File: config.mk
export PLATFORM = sky130hd
export DESIGN_NAME = kbf_filter
export DESIGN_NICKNAME = d
export VERILOG_FILES = /design/src/rtl/kbf_pkg.sv /design/src/rtl/kbf_hdr_check.sv /design/src/rtl/kbf_slot_store.sv /design/src/rtl/kbf_emit_seq.sv /design/src/rtl/kbf_filter.sv
export SDC_FILE = /design/constraint.sdc
export NUM_CORES = 1
export LEC_CHECK = 0
export ABC_AREA = 1
export ABC_CLOCK_PERIOD_IN_PS = 2700
export CAP_MARGIN = 10
export CORE_MARGIN = 2
export CORE_UTILIZATION = 60
export CTS_BUF_LIST = sky130_fd_sc_hd__clkbuf_8
export DETAILED_ROUTE_END_ITERATION = 10
export DONT_BUFFER_PORTS = 1
export PLACE_DENSITY = 0.76
export SLEW_MARGIN = 40
export SYNTH_ARGS = -nofsm -noshare
export SYNTH_HDL_FRONTEND = slang
export SYNTH_SLANG_ARGS = --single-unit
File: constraint.sdc
create_clock -name clk -period 2.7 [get_ports clk]
set_input_delay 0 -clock clk [delete_from_list [all_inputs] [get_ports clk]]
set_output_delay 0 -clock clk [all_outputs]
set_load 0.1 [all_outputs]
File: src/rtl/kbf_pkg.sv
package kbf_pkg;
   localparam int KBF_HDR_LEN = 3;

   typedef enum logic [0:0] {
      PH_TAKE = 1'b0,
      PH_EMIT = 1'b1
   } kbf_phase_e;
endpackage

File: src/rtl/kbf_hdr_check.sv
module kbf_hdr_check #(
   parameter int         W      = 8,
   parameter int         IDX_W  = 3,
   parameter logic [W-1:0] SIG0  = 8'h00,
   parameter logic [W-1:0] SIG1  = 8'h40,
   parameter logic [W-1:0] SIG2A = 8'h2C,
   parameter logic [W-1:0] SIG2B = 8'h8C
) (
   input  logic [IDX_W-1:0] idx,
   input  logic [W-1:0]     data,
   output logic             is_hdr,
   output logic             hit
);
   localparam int HL = kbf_pkg::KBF_HDR_LEN;

   logic alt_hit;

   generate
      if (SIG2A == SIG2B) begin : g_single
         assign alt_hit = (data == SIG2A);
      end else begin : g_dual
         assign alt_hit = (data == SIG2A) || (data == SIG2B);
      end
   endgenerate

   assign is_hdr = (idx < IDX_W'(HL));

   always_comb begin
      case (idx)
         IDX_W'(0): hit = (data == SIG0);
         IDX_W'(1): hit = (data == SIG1);
         IDX_W'(2): hit = alt_hit;
         default:   hit = 1'b0;
      endcase
   end
endmodule

File: src/rtl/kbf_slot_store.sv
module kbf_slot_store #(
   parameter int           W      = 8,
   parameter int           NCODES = 2,
   parameter int           IDX_W  = 3,
   parameter int           BASE   = 3,
   parameter logic [W-1:0] NOKEY  = 8'hFF
) (
   input  logic                         clk,
   input  logic                         rst_n,
   input  logic                         take,
   input  logic [IDX_W-1:0]             idx,
   input  logic [W-1:0]                 data,
   output logic [NCODES-1:0][W-1:0]     codes_now,
   output logic [NCODES-1:0]            keep_now
);
   generate
      for (genvar s = 0; s < NCODES; s++) begin : g_slot
         localparam logic [IDX_W-1:0] POS = IDX_W'(BASE + s);
         logic [W-1:0] code_q;
         logic         here;

         assign here = (idx == POS);

         always_ff @(posedge clk or negedge rst_n) begin
            if (!rst_n)
               code_q <= NOKEY;
            else if (take && here)
               code_q <= data;
         end

         assign codes_now[s] = here ? data : code_q;
         assign keep_now[s]  = (codes_now[s] != NOKEY);
      end
   endgenerate
endmodule

File: src/rtl/kbf_emit_seq.sv
module kbf_emit_seq #(
   parameter int W      = 8,
   parameter int NCODES = 2
) (
   input  logic                     clk,
   input  logic                     rst_n,
   input  logic                     load,
   input  logic [NCODES-1:0]        load_keep,
   input  logic [NCODES-1:0][W-1:0] load_codes,
   output logic                     busy,
   output logic                     out_valid,
   output logic [W-1:0]             out_code,
   input  logic                     out_ready
);
   localparam int SEL_W = (NCODES > 1) ? $clog2(NCODES) : 1;

   logic [NCODES-1:0]        pend_q;
   logic [NCODES-1:0][W-1:0] code_q;
   logic [SEL_W-1:0]         sel;
   logic                     found;
   kbf_pkg::kbf_phase_e      phase;

   always_comb begin
      sel   = '0;
      found = 1'b0;
      for (int k = 0; k < NCODES; k++) begin
         if (pend_q[k] && !found) begin
            sel   = SEL_W'(k);
            found = 1'b1;
         end
      end
   end

   assign phase     = found ? kbf_pkg::PH_EMIT : kbf_pkg::PH_TAKE;
   assign busy      = (phase == kbf_pkg::PH_EMIT);
   assign out_valid = busy;
   assign out_code  = code_q[sel];

   always_ff @(posedge clk or negedge rst_n) begin
      if (!rst_n) begin
         pend_q <= '0;
         code_q <= '0;
      end else if (load) begin
         pend_q <= load_keep;
         code_q <= load_codes;
      end else if (out_valid && out_ready) begin
         pend_q[sel] <= 1'b0;
      end
   end
endmodule

File: src/rtl/kbf_filter.sv
module kbf_filter #(
   parameter int           W      = 8,
   parameter int           NCODES = 2,
   parameter logic [W-1:0] SIG0   = 8'h00,
   parameter logic [W-1:0] SIG1   = 8'h40,
   parameter logic [W-1:0] SIG2A  = 8'h2C,
   parameter logic [W-1:0] SIG2B  = 8'h8C,
   parameter logic [W-1:0] NOKEY  = 8'hFF
) (
   input  logic         clk,
   input  logic         rst_n,
   input  logic         in_valid,
   input  logic [W-1:0] in_data,
   input  logic         in_last,
   output logic         in_ready,
   output logic         out_valid,
   output logic [W-1:0] out_code,
   input  logic         out_ready
);
   localparam int HL      = kbf_pkg::KBF_HDR_LEN;
   localparam int MIN_LEN = HL + NCODES;
   localparam int IDX_W   = $clog2(MIN_LEN + 1);

   generate
      if (W < 2) begin : g_bad_w
         $error("kbf_filter: W must be at least 2");
      end
      if (NCODES < 1) begin : g_bad_n
         $error("kbf_filter: NCODES must be at least 1");
      end
   endgenerate

   logic                     take;
   logic [IDX_W-1:0]         idx_q;
   logic                     sig_ok_q;
   logic                     is_hdr;
   logic                     hit;
   logic                     sig_ok_now;
   logic                     long_enough;
   logic                     load;
   logic                     busy;
   logic [NCODES-1:0][W-1:0] codes_now;
   logic [NCODES-1:0]        keep_now;

   assign in_ready = !busy;
   assign take     = in_valid && in_ready;

   always_ff @(posedge clk or negedge rst_n) begin
      if (!rst_n) begin
         idx_q    <= '0;
         sig_ok_q <= 1'b1;
      end else if (take) begin
         if (in_last) begin
            idx_q    <= '0;
            sig_ok_q <= 1'b1;
         end else begin
            if (idx_q != IDX_W'(MIN_LEN))
               idx_q <= idx_q + 1'b1;
            sig_ok_q <= sig_ok_now;
         end
      end
   end

   kbf_hdr_check #(
      .W(W), .IDX_W(IDX_W),
      .SIG0(SIG0), .SIG1(SIG1), .SIG2A(SIG2A), .SIG2B(SIG2B)
   ) u_hdr (
      .idx   (idx_q),
      .data  (in_data),
      .is_hdr(is_hdr),
      .hit   (hit)
   );

   assign sig_ok_now  = sig_ok_q && (!is_hdr || hit);
   assign long_enough = (idx_q >= IDX_W'(MIN_LEN - 1));
   assign load        = take && in_last && sig_ok_now && long_enough;

   kbf_slot_store #(
      .W(W), .NCODES(NCODES), .IDX_W(IDX_W), .BASE(HL), .NOKEY(NOKEY)
   ) u_slots (
      .clk      (clk),
      .rst_n    (rst_n),
      .take     (take),
      .idx      (idx_q),
      .data     (in_data),
      .codes_now(codes_now),
      .keep_now (keep_now)
   );

   kbf_emit_seq #(
      .W(W), .NCODES(NCODES)
   ) u_emit (
      .clk       (clk),
      .rst_n     (rst_n),
      .load      (load),
      .load_keep (keep_now),
      .load_codes(codes_now),
      .busy      (busy),
      .out_valid (out_valid),
      .out_code  (out_code),
      .out_ready (out_ready)
   );
endmodule

## Word-level counts from Yosys, hierarchy flattened

Index checks and enable logic that the tools add are counted.

| cells by class | value |
|---|---|
| $add $sub $neg | 1 |
| $lt $le $gt $ge | 4 |
| equality and inequality tests | 10 |
| muxes and demuxes | 16 |
| bitwise gates (word level) | 2 |
| reduce and logical (&&, ||, !) cells | 20 |

Operators by type and width:

| kind | number |
|---|---|
| two-way mux 8 bit | 4 |
| inequality test 8 bit (second input constant) | 2 |
| logical AND 1 bit | 10 |
| == test 8 x 6 -> 1 bit (second input constant) | 1 |
| == test 8 x 7 -> 1 bit (second input constant) | 1 |
| == test 8 bit (second input constant) | 1 |
| zero test 8 bit | 1 |
| == test 3 x 2 -> 1 bit (second input constant) | 2 |
| two-way mux 1 bit | 6 |
| two-way mux 3 bit | 2 |
| two-way mux 2 bit | 2 |
| nonzero test 2 bit | 2 |
| adder 3 x 1 -> 3 bit (second input constant) | 1 |
| == test 3 x 1 -> 1 bit (second input constant) | 1 |
| == test 3 bit (second input constant) | 1 |
| >= comparator 3 bit (second input constant) | 1 |
| zero test 1 bit | 3 |
| zero test 3 bit | 1 |
| < comparator 3 x 2 -> 1 bit (second input constant) | 1 |
| inequality test 3 bit (second input constant) | 1 |
| case mux 1 bit (3 select lines) | 1 |
| AND 2 bit | 1 |
| logical OR 1 bit | 2 |
| < comparator 1 x 2 -> 1 bit (second input constant) | 1 |
| 4 further kinds | 4 |

| word-level totals | value |
|---|---|
| flip-flop bits (word level) | 38 |
| input port bits | 13 |

## Depth between registers and ports, before layout

Gate-level depths: netlist of run 1.

| depth | value |
|---|---|
| depth after elaboration | 12 |
| gate-level depth with buffers | 11 |
| gate-level depth less buffers | 10 |

## Modules after synthesis

A second synthesis of run 1 with hierarchy kept.

| unflattened totals | value |
|---|---|
| cells, all modules | 294 |
| area, all modules | 2,222.1 um^2 |

By module, submodules not included:

| module | times used | cells each | area each (um^2) | seq. area each (um^2) |
|---|---|---|---|---|
| kbf_slot_store | 1 | 128 | 973.4 | 420.4 |
| kbf_emit_seq | 1 | 103 | 874.6 | 450.4 |
| kbf_filter | 1 | 39 | 270.3 | 101.3 |
| kbf_hdr_check | 1 | 24 | 103.8 | 0.0 |

## Least setup slack after synthesis of run 1

No wires, ideal clock.

| timing | value |
|---|---|
| kind | register -> output |
| start | register u_emit.pend_q[0] |
| end | output port out_code[0] |
| arrival | 2.899 ns |
| slack | -0.199 ns |
| stages on the path, launching flop included | 5 |
| path buffers | 1 |
| cells stage by stage | dfrtp_1 -> inv_1 -> nand2_1 -> clkbuf_1 -> o21ai_0 |

| on the way | value |
|---|---|
| word-level cells in the longest chain between the ends | 6 |

RTL lines:

| what | RTL line | source |
|---|---|---|
| start, declared | kbf_emit_seq.sv:17 | `logic [NCODES-1:0] pend_q;` |
| start signal, assigned | kbf_emit_seq.sv:44 | `pend_q <= load_keep;` |
| two-way mux 1 bit | kbf_emit_seq.sv:27 | `if (pend_q[k] && !found) begin` |
| zero test 1 bit | kbf_emit_seq.sv:27 |  |
| logical AND 1 bit | kbf_emit_seq.sv:27 |  |
| two-way mux 1 bit | kbf_emit_seq.sv:27 |  |
| two-way mux 8 bit (not written as such) (2 in a row) | kbf_emit_seq.sv:37 | `assign out_code = code_q[sel];` |
| end, declared | kbf_filter.sv:17 | `output logic [W-1:0] out_code,` |

No other way between the ends. The select of a mux whose other input is x is not followed.

## Worst setup path in the final report of run 1

| timing | value |
|---|---|
| start | register idx_q[2] |
| end | register u_slots.g_slot[0].code_q[1] |

| on the way | value |
|---|---|
| word-level cells in the longest chain between the ends | 2 |

RTL lines:

| what | RTL line | source |
|---|---|---|
| start, declared | kbf_filter.sv:34 | `logic [IDX_W-1:0] idx_q;` |
| start signal, assigned | kbf_filter.sv:58 | `idx_q <= idx_q + 1'b1;` |
| == test 3 x 2 -> 1 bit | kbf_slot_store.sv:22 | `assign here = (idx == POS);` |
| logical AND 1 bit | kbf_slot_store.sv:27 | `else if (take && here)` |
| end signal, assigned | kbf_slot_store.sv:28 | `code_q <= data;` |
| end, declared | kbf_slot_store.sv:19 | `logic [W-1:0] code_q;` |

No other way between the ends.
A chain may end at the register's enable or synchronous reset.

==> results of run 1 <==
[state kept, by name, indices dropped and copies added (netlist names)]
register,flops
u_emit.pend_q,2
u_slots.g_slot.code_q,16
sig_ok_q,1
idx_q,3
u_emit.code_q,16
[routing by layer]
layer / routed length, um / track usage (%) / vias to the layer above / part of all wire [%]
met1: 1990 / 37.7 / 773 / 46
met5: 0 / 0 / - / 0
met4: 72 / 9.63 / 0 / 1.7
met2: 1990 / 40.4 / 54 / 46
li1: - / - / 846 / -
met3: 248 / 7.46 / 7 / 5.8
[worst reg2reg max path, cell delays in order, from the launching register on]
cell	delay (ns)
dfrtp_1	0.47
inv_1	0.12
ha_1	0.48
nand2_1	0.44
o21ai_0	0.33
[synthesized netlist by cell type, drive strengths merged]
cell type,instances,share of area (%)
dfrtp,21,27
clkbuf,2,0.39
a31oi,1,0.32
nand2,90,17
nand4,3,0.96
o21ai,48,12
nor2,10,2.7
o22ai,1,0.32
a21oi,5,1.3
dfstp,17,23
ha,5,3.2
buf,7,2.1
inv,30,5.8
nand3,12,3.3
[repair_timing]
action	in CTS	in global routing
resized for setup	0	0
hold endpoints to repair	62	0
endpoints found under the setup margin	0	0
hold buffers	13	0
[layout make-up]
type	count	area [um^2]	area share, %
Clock buffer	5	68.8	2.98
Sequential cell	38	972	42.1
Multi-Input combinational cell	175	847	36.7
Inverter	30	113	4.88
Clock inverter	3	37.5	1.63
Tap cell	44	55.1	2.38
Timing Repair Buffer	23	215	9.32
[cells by family (layout without fill, tap and decap cells)]
group | after synthesis | count (layout)
buffers and inverters | 39 | 61
DFF | 38 | 38
and+or+nand+nor | 115 | 115
AOI/OAI and AO/OA | 55 | 55
adders and majority gates | 5 | 5
[stage by stage]
step,hold slack [ns],setup WS [ns],util (%),cell area [um^2],TNS (ns)
5_1_grt,0.0121,0.548,75.0,2310,0
3_5_place_dp,-0.294,0.811,67.0,2060,0
6_report,0.0239,0.766,75.0,2310,0
4_1_cts,0.00714,0.790,75.0,2310,0
3_3_place_gp,-0.294,0.807,67.0,2060,0
2_1_floorplan,-0.296,-0.199,-,1950,-1.59
[report_power, final]
| part | internal (W) | switching [W] | leakage, nW |
|---|---|---|---|
| Clock | 0.000269 | 0.000192 | 0.0607 |
| Sequential | 0.000898 | 0.000143 | 0.441 |
| Combinational | 0.000404 | 0.00124 | 0.601 |
| Total | 0.00157 | 0.00157 | 1.10 |
[path summary, 6_finish.rpt]
kind	startpoint	slack (ns)	endpoint	cells past startpoint
worst max-delay path	idx_q[2]	0.77	u_slots.g_slot[0].code_q[1]	4
worst min-delay path	in_data[1]	0.02	u_emit.code_q[1]	4
worst max register to register	idx_q[2]	0.77	u_slots.g_slot[0].code_q[1]	4
worst min register to register	u_slots.g_slot[1].code_q[4]	0.48	u_slots.g_slot[1].code_q[4]	2
max in group asynchronous	rst_n	2.27	u_slots.g_slot[0].code_q[2]	2
min in group asynchronous	rst_n	0.17	u_emit.code_q[10]	2
==> impl_metrics.json, run 1 <==
{
  "slew_headroom_pct": 57.6,
  "path_max_fanout": 17,
  "layout_commonest_cell": "nand2_1",
  "cts_buffers": 5,
  "cts_tree": "yes",
  "critical-path-max-stage-delay_ns": 0.48,
  "rsz0062_at_grt": "false",
  "dp_cells": 297,
  "initial_utilization_pct": 63.3,
  "cts.htree.levels": 2,
  "grt_pass1_vias": 1511,
  "drt_pass1_iterations": 4,
  "synth-compound-area-share_pct": 14.2,
  "core_mm2": 0.00308,
  "die_h_um": 61,
  "cp-start-kind": "flip-flop",
  "avgViaCountPerCell": 5.28,
  "die_w_um": 61,
  "io_pins": 23,
  "slowest_stage": "ha_1",
  "peakVddDrop_v": 0.000671,
  "antenna_cells": 0,
  "row_count": 20,
  "total_power_w": 0.00314,
  "drt-initial-drc-count": 125,
  "mostFrequentLayoutCells": "nand2_1, inv_1, o21ai_0",
  "antenna_found_initial": 0,
  "drt-total-wl_um": 4300,
  "clock_skew_ns": 0.00464,
  "ant_nets": 0,
  "dr_total_vias": 1680,
  "avgSynthCellArea_um2": 7.74,
  "synth_warnings": 0,
  "setup_violations": 0,
  "path_buf_inv": 1,
  "crit_family": "adder cells",
  "postCtsSetupBuffers": 0,
  "cts_num_sinks": 38,
  "fmax_ghz": 0.517,
  "yosysUniqueCellTypes": 20,
  "fillCellCount": 242,
  "required_ns": 2.90,
  "critPathKind": "flip-flop to flip-flop",
  "cp-end-kind": "flip-flop",
  "area_delta_synth_final_pct": 18.4,
  "arrival_ns": 2.13,
  "synthAdderAreaFrac_pct": 3.21,
  "synth_top_family_by_area": "simple AND/OR/NAND/NOR gates",
  "period_share_pct": 71.6,
  "overflow": 0,
  "synthXorXnorAreaFrac_pct": 0,
  "track_usage_pct": 26.9,
  "fin_crit_ns": 1.93,
  "yosysSeqAreaShare_pct": 49.9,
  "synth_nets": 270,
  "clock_latency_ns": 0.29,
  "power_density_mw_per_mm2": 1360,
  "syn_area_mm2": 0.00195,
  "ys_ff_latch": 38,
  "outcome": "finished, final reports clean",
  "drc": 0,
  "gp_congestion": 0.859,
  "grt_max_degree": 39,
  "port_buffers": 0,
  "path_clk_slew_ns": 0.07,
  "crit_chain": "inv_1, ha_1, nand2_1, o21ai_0",
  "routedWlPerCell_um": 13.5,
  "power.leakage_nw": 1.10,
  "synth_mux_area_share_pct": 0,
  "grt_pass1_wl_um": 7110,
  "final_cell_count_no_fill": 318,
  "netlist_instances": 252,
  "dpl.hpwl_um": 2930,
  "yosys.area_share.simple_pct": 24.5,
  "cts_buffer_depth": 2,
  "worst_pin_slew_ns": 0.634,
  "final_nets": 291,
  "die_area_mm2": 0.00372,
  "root_buffer": "clkbuf_8",
  "slew_viol_final": 0,
  "drv_cap": 0,
  "hp-class": "input port to flip-flop",
  "drive_above_1_share_pct": 17.5,
  "hold_viol_final": 0
}
Note: power is estimated with default switching activity, not from simulation.
==> run 2: changes to the inputs <==
Settings changed: ABC_CLOCK_PERIOD_IN_PS 2700 to 1600, CORE_UTILIZATION 60 to 59, PLACE_DENSITY 0.76 to 0.78.
Clock period 2.7 ns to 1.6 ns, I/O delays scaled along.
==> run 2 against run 1 <==
Compared with the run above: the run now ends with negative setup slack left; flip-flop and latch count unchanged; final area up 19%; critical path type unchanged; via count up 25%; register-to-register slack worse by 0.81 ns.
==> impl_metrics.json, run 2 (synthesis results as in run 1) <==
{
  "initial_utilization_pct": 62.8,
  "required_ns": 1.78,
  "slew_headroom_pct": 78.8,
  "peakVddDrop_v": 0.00121,
  "cts.htree.levels": 2,
  "setup_violations": 2,
  "gp_congestion": 0.905,
  "drt_pass1_iterations": 5,
  "outcome": "complete, but fails checks",
  "placed_area_mm2": 0.00231,
  "core_mm2": 0.00310,
  "fmax_ghz": 0.606,
  "worst_pin_slew_ns": 0.318,
  "grt_pass1_wl_um": 8180,
  "final-seq-area_um2": 973,
  "cts_num_sinks": 38,
  "root_buffer": "clkbuf_8",
  "track_usage_pct": 30.5,
  "drv_cap": 0,
  "layout_commonest_cell": "nand2_1",
  "grt_pass1_vias": 1771,
  "holdWs_ns": 0.0375,
  "routedWlPerCell_um": 18.9,
  "fillCellCount": 143,
  "slew_viol_final": 0,
  "drive_above_1_share_pct": 30.7,
  "die_h_um": 61.5,
  "area_delta_synth_final_pct": 41.5,
  "clock_latency_ns": 0.29,
  "path_clk_slew_ns": 0.07,
  "final_area_mm2": 0.00276,
  "arrival_ns": 1.82,
  "multiInputGateArea_um2": 970,
  "cp-end-kind": "flip-flop",
  "drt-initial-drc-count": 201,
  "mostFrequentLayoutCells": "nand2_1, inv_1, buf_4",
  "grt_max_degree": 39,
  "port_buffers": 0,
  "fin_crit_ns": 1.65,
  "drc": 0,
  "power_density_mw_per_mm2": 2380,
  "layout_setup_ws_ns": -0.0493,
  "dpl.hpwl_um": 3120,
  "antenna_found_initial": 0,
  "violations": "negative setup slack",
  "reg_top3": "u_emit.code_q x16, u_slots.g_slot.code_q x16, idx_q x3",
  "io_pins": 23,
  "dr_total_vias": 2102,
  "antenna_cells": 0,
  "rsz0062_at_grt": "true",
  "hold_viol_final": 0,
  "final_nets": 320,
  "row_count": 20,
  "avgViaCountPerCell": 6.06,
  "overflow": 0,
  "cts_buffers": 5,
  "cp-start-kind": "flip-flop",
  "die_area_mm2": 0.00378,
  "period_share_pct": 103,
  "cts_buffer_depth": 2,
  "power.leakage_nw": 1.29,
  "path_max_fanout": 15,
  "clock_skew_ns": 0.00545,
  "die_w_um": 61.5,
  "ant_nets": 0,
  "critPathKind": "flip-flop to flip-flop",
  "drt-total-wl_um": 6550,
  "cts_tree": "yes",
  "hp-class": "input port to flip-flop"
}
run 2: cell count changes in the layout (fill, tap and decap cells not counted), sizes merged:
cell	before	now
clkinv	0	3
bufinv	1	0
inv	32	30
clkbuf	5	6
buf	11	39
run 2: path summary, 6_finish.rpt:
path / from / endpoint / slack, ns / depth (start not counted)
worst max register to register: idx_q[1] / u_emit.pend_q[1] / -0.05 / 10
worst min register to register: u_emit.code_q[2] / u_emit.code_q[2] / 0.48 / 2
worst max-delay path: idx_q[1] / u_emit.pend_q[1] / -0.05 / 10
max in group asynchronous: rst_n / u_slots.g_slot[0].code_q[7] / 1.15 / 2
min in group asynchronous: rst_n / u_emit.pend_q[1] / 0.20 / 2
worst min-delay path: in_valid / idx_q[2] / 0.04 / 4
run 2: power by group:
group	internal, W	switching, W
Clock	0.000341	0.000338
Combinational	0.00150	0.00257
Sequential	0.00152	0.000286
run 2: final cells by class:
type	count	share of cell area (%)
timing repair buffer	51	19.5
inverter	30	4.54
timing repair inverter	1	0.181
multi-input combinational	175	35.2
sequential	38	35.3
tap	44	2.00
clock inverter	2	0.318
clock buffer	6	2.99
run 2: worst max-delay path: stages (launching register included):
cell     delay, ns
dfrtp_1       0.42
inv_1         0.11
ha_4          0.18
nand2_4       0.15
nand2_1       0.09
o21ai_1       0.16
nand2_1       0.11
nor2_1        0.11
nand2_1       0.08
nand2_1       0.06
nand3_1       0.07
run 2: timing repair:
action                                  CTS  global route
hold endpoints to repair                 58             0
setup buffers                             0             9
pin swaps                                 0             6
gates resized for setup                   7            31
endpoints found under the setup margin   15            22
hold buffers                             13             0
gates cloned                              0             1
run 2: metrics by stage:
stage                     TNS [ns]  util [%]  std cells  worst slack (ns)  total power, W
after floorplan             -11.51         -        252            -0.342         0.00397
final                      -0.0900      88.9        347           -0.0493         0.00656
after CTS                        0      82.6        337            0.0130         0.00596
after detailed placement    -0.295      74.5        316            -0.182         0.00520
after global routing         -1.08      88.9        347            -0.161         0.00680
after global placement     -0.0945      74.5        316           -0.0945         0.00514
run 2: routing by layer:
| layer | part of all wire, % | up-vias | GRT usage, % | wire length, um |
|---|---|---|---|---|
| met5 | 0 | - | 0 | 0 |
| met3 | 7.1 | 46 | 8.61 | 466 |
| li1 | - | 904 | - | - |
| met4 | 5.9 | 0 | 8.21 | 387 |
| met2 | 50 | 148 | 52.5 | 3280 |
| met1 | 37 | 1004 | 37.7 | 2420 |
==> run 3: changes to the inputs <==
Settings changed: ABC_CLOCK_PERIOD_IN_PS 1600 to 2100, CORE_UTILIZATION 59 to 60, PLACE_DENSITY 0.78 to 0.76.
Clock period 1.6 ns to 2.1 ns, I/O delays scaled along.
==> run 3 against run 2 <==
Compared with the run above: the run now ends clean; wire length is 33% lower; clock skew hardly changed; register-to-register slack better by 0.26 ns; flip-flop and latch count stayed put; critical path type unchanged.
==> impl_metrics.json, run 3 (synthesis results as in run 1) <==
{
  "outcome": "finished, final reports clean",
  "reg2reg_depth": 9,
  "critPathKind": "flip-flop to flip-flop",
  "drt-initial-drc-count": 86,
  "multiInputGateArea_um2": 847,
  "io_pins": 23,
  "path_max_fanout": 15,
  "arrival_ns": 2.07,
  "cp.depth": 9,
  "root_buffer": "clkbuf_8",
  "slew_viol_final": 0,
  "ant_nets": 0,
  "cts_buffer_depth": 2,
  "track_usage_pct": 27.6,
  "dp_cells": 299,
  "die_area_mm2": 0.00372,
  "clock_skew_ns": 0.00566,
  "crit_chain": "inv_1, ha_1, nand2_2, o21ai_1, nand2_1, nor2_1, nand2_1, nand2_1, nand3_1",
  "area_delta_synth_final_pct": 20.7,
  "slew_headroom_pct": 58.9,
  "required_ns": 2.28,
  "port_buffers": 0,
  "period_share_pct": 89.9,
  "grt_max_degree": 39,
  "path_buf_inv": 1,
  "cts_num_sinks": 38,
  "power_density_mw_per_mm2": 1780,
  "peakVddDrop_v": 0.000926,
  "drv_cap": 0,
  "reg2reg_from": "idx_q[0]",
  "drive_above_1_share_pct": 18.5,
  "power.leakage_nw": 1.12,
  "antenna_found_initial": 0,
  "avgViaCountPerCell": 5.16,
  "grt_pass1_vias": 1554,
  "cts_buffers": 5,
  "overflow": 0,
  "crit_start": "idx_q[0]",
  "placed_area_mm2": 0.00208,
  "fillCellCount": 243,
  "final-seq-area_um2": 972,
  "routedWlPerCell_um": 13.8,
  "drt-total-wl_um": 4420,
  "crit_end": "u_emit.pend_q[1]",
  "final_cell_count_no_fill": 320,
  "critical-path-max-stage-delay_ns": 0.41,
  "die_w_um": 61,
  "path_clk_slew_ns": 0.08,
  "clock_latency_ns": 0.29,
  "total_power_w": 0.00419,
  "initial_utilization_pct": 63.3,
  "mostFrequentLayoutCells": "nand2_1, inv_1, o21ai_0",
  "cts.htree.levels": 2,
  "fin_crit_ns": 1.89,
  "setup_violations": 0,
  "hp-class": "input port to flip-flop",
  "dpl.hpwl_um": 2980,
  "slowest_stage": "dfrtp_1",
  "die_h_um": 61,
  "dr_total_vias": 1652,
  "r2r_end": "u_emit.pend_q[1]",
  "final_area_mm2": 0.00235,
  "hold_viol_final": 0,
  "worst_pin_slew_ns": 0.615,
  "fmax_ghz": 0.530,
  "cts_tree": "yes",
  "drc": 0,
  "core_mm2": 0.00308,
  "grt_pass1_wl_um": 7290,
  "cp-start-kind": "flip-flop",
  "holdWs_ns": 0.0180,
  "post-route-util_pct": 76.4,
  "cp-end-kind": "flip-flop",
  "reg_top3": "u_emit.code_q x16, u_slots.g_slot.code_q x16, idx_q x3",
  "row_count": 20,
  "drt_pass1_iterations": 4,
  "rrSetupSlack_ns": 0.21,
  "final_nets": 293,
  "layout_commonest_cell": "nand2_1",
  "antenna_cells": 0,
  "gp_congestion": 0.882,
  "rsz0062_at_grt": "false",
  "crit_family": "simple AND/OR/NAND/NOR gates",
  "crit_top_cell": "nand2_1"
}
[run 3: changes by cell type in the layout (fill, tap and decap cells not counted), moves of 2 or more]
cell | previous run | this run
o21ai_0 | 17 | 24
o21ai_4 | 3 | 0
ha_1 | 2 | 5
a21oi_4 | 2 | 0
ha_4 | 2 | 0
buf_12 | 10 | 1
bufinv_16 | 0 | 2
buf_4 | 29 | 12
clkinv_2 | 2 | 0
o21ai_2 | 12 | 8
a21oi_1 | 2 | 5
[run 3: layout make-up]
class | instances | share of cell area [%]
inverter | 30 | 4.89
timing repair buffer | 25 | 9.79
multi-input combinational | 175 | 36.0
sequential | 38 | 41.3
clock inverter | 3 | 2.71
tap | 44 | 2.34
clock buffer | 5 | 2.93
[run 3: how the worst min path moves through the flow]
stage,startpoint,end,depth (start not counted)
2_1_floorplan,rst_n,idx_q[0],0
3_3_place_gp,rst_n,idx_q[1],0
3_5_place_dp,rst_n,idx_q[1],0
4_1_cts,in_data[2],u_emit.code_q[2],4
5_1_grt,in_data[5],u_emit.code_q[5],4
6_report,in_data[2],u_emit.code_q[2],4
[run 3: layer usage]
| metal | up-vias | track usage (%) | part of all wire [%] |
|---|---|---|---|
| li1 | 847 | - | - |
| met1 | 755 | 36.2 | 45 |
| met2 | 43 | 44.5 | 48 |
| met3 | 7 | 7.68 | 4.9 |
| met4 | 0 | 8.70 | 1.3 |
| met5 | - | 0 | 0 |
[run 3: stage by stage]
step,setup TNS (ns),worst slack (ns)
4_1_cts,0,0.221
6_report,0,0.212
5_1_grt,0,0.0609
3_3_place_gp,0,0.301
2_1_floorplan,-0.577,-0.0722
3_5_place_dp,0,0.235
[run 3: timing repair]
action                                  CTS  global route
hold buffers                             13             0
gates resized for setup                   0             1
buffers inserted                          0             0
hold endpoints to repair                 62             0
endpoints found under the setup margin    0             1
[run 3: power by group]
group | switching (W) | internal [W]
logic | 0.00160 | 0.000531
clock network | 0.000260 | 0.000470
registers | 0.000178 | 0.00115
total | 0.00204 | 0.00216
[run 3: worst reg2reg max path, stage by stage (launching register included)]
cell and delay (ns):
dfrtp_1 0.41, inv_1 0.13, ha_1 0.29, nand2_2 0.22
o21ai_1 0.29, nand2_1 0.09, nor2_1 0.11, nand2_1 0.07
nand2_1 0.09, nand3_1 0.07
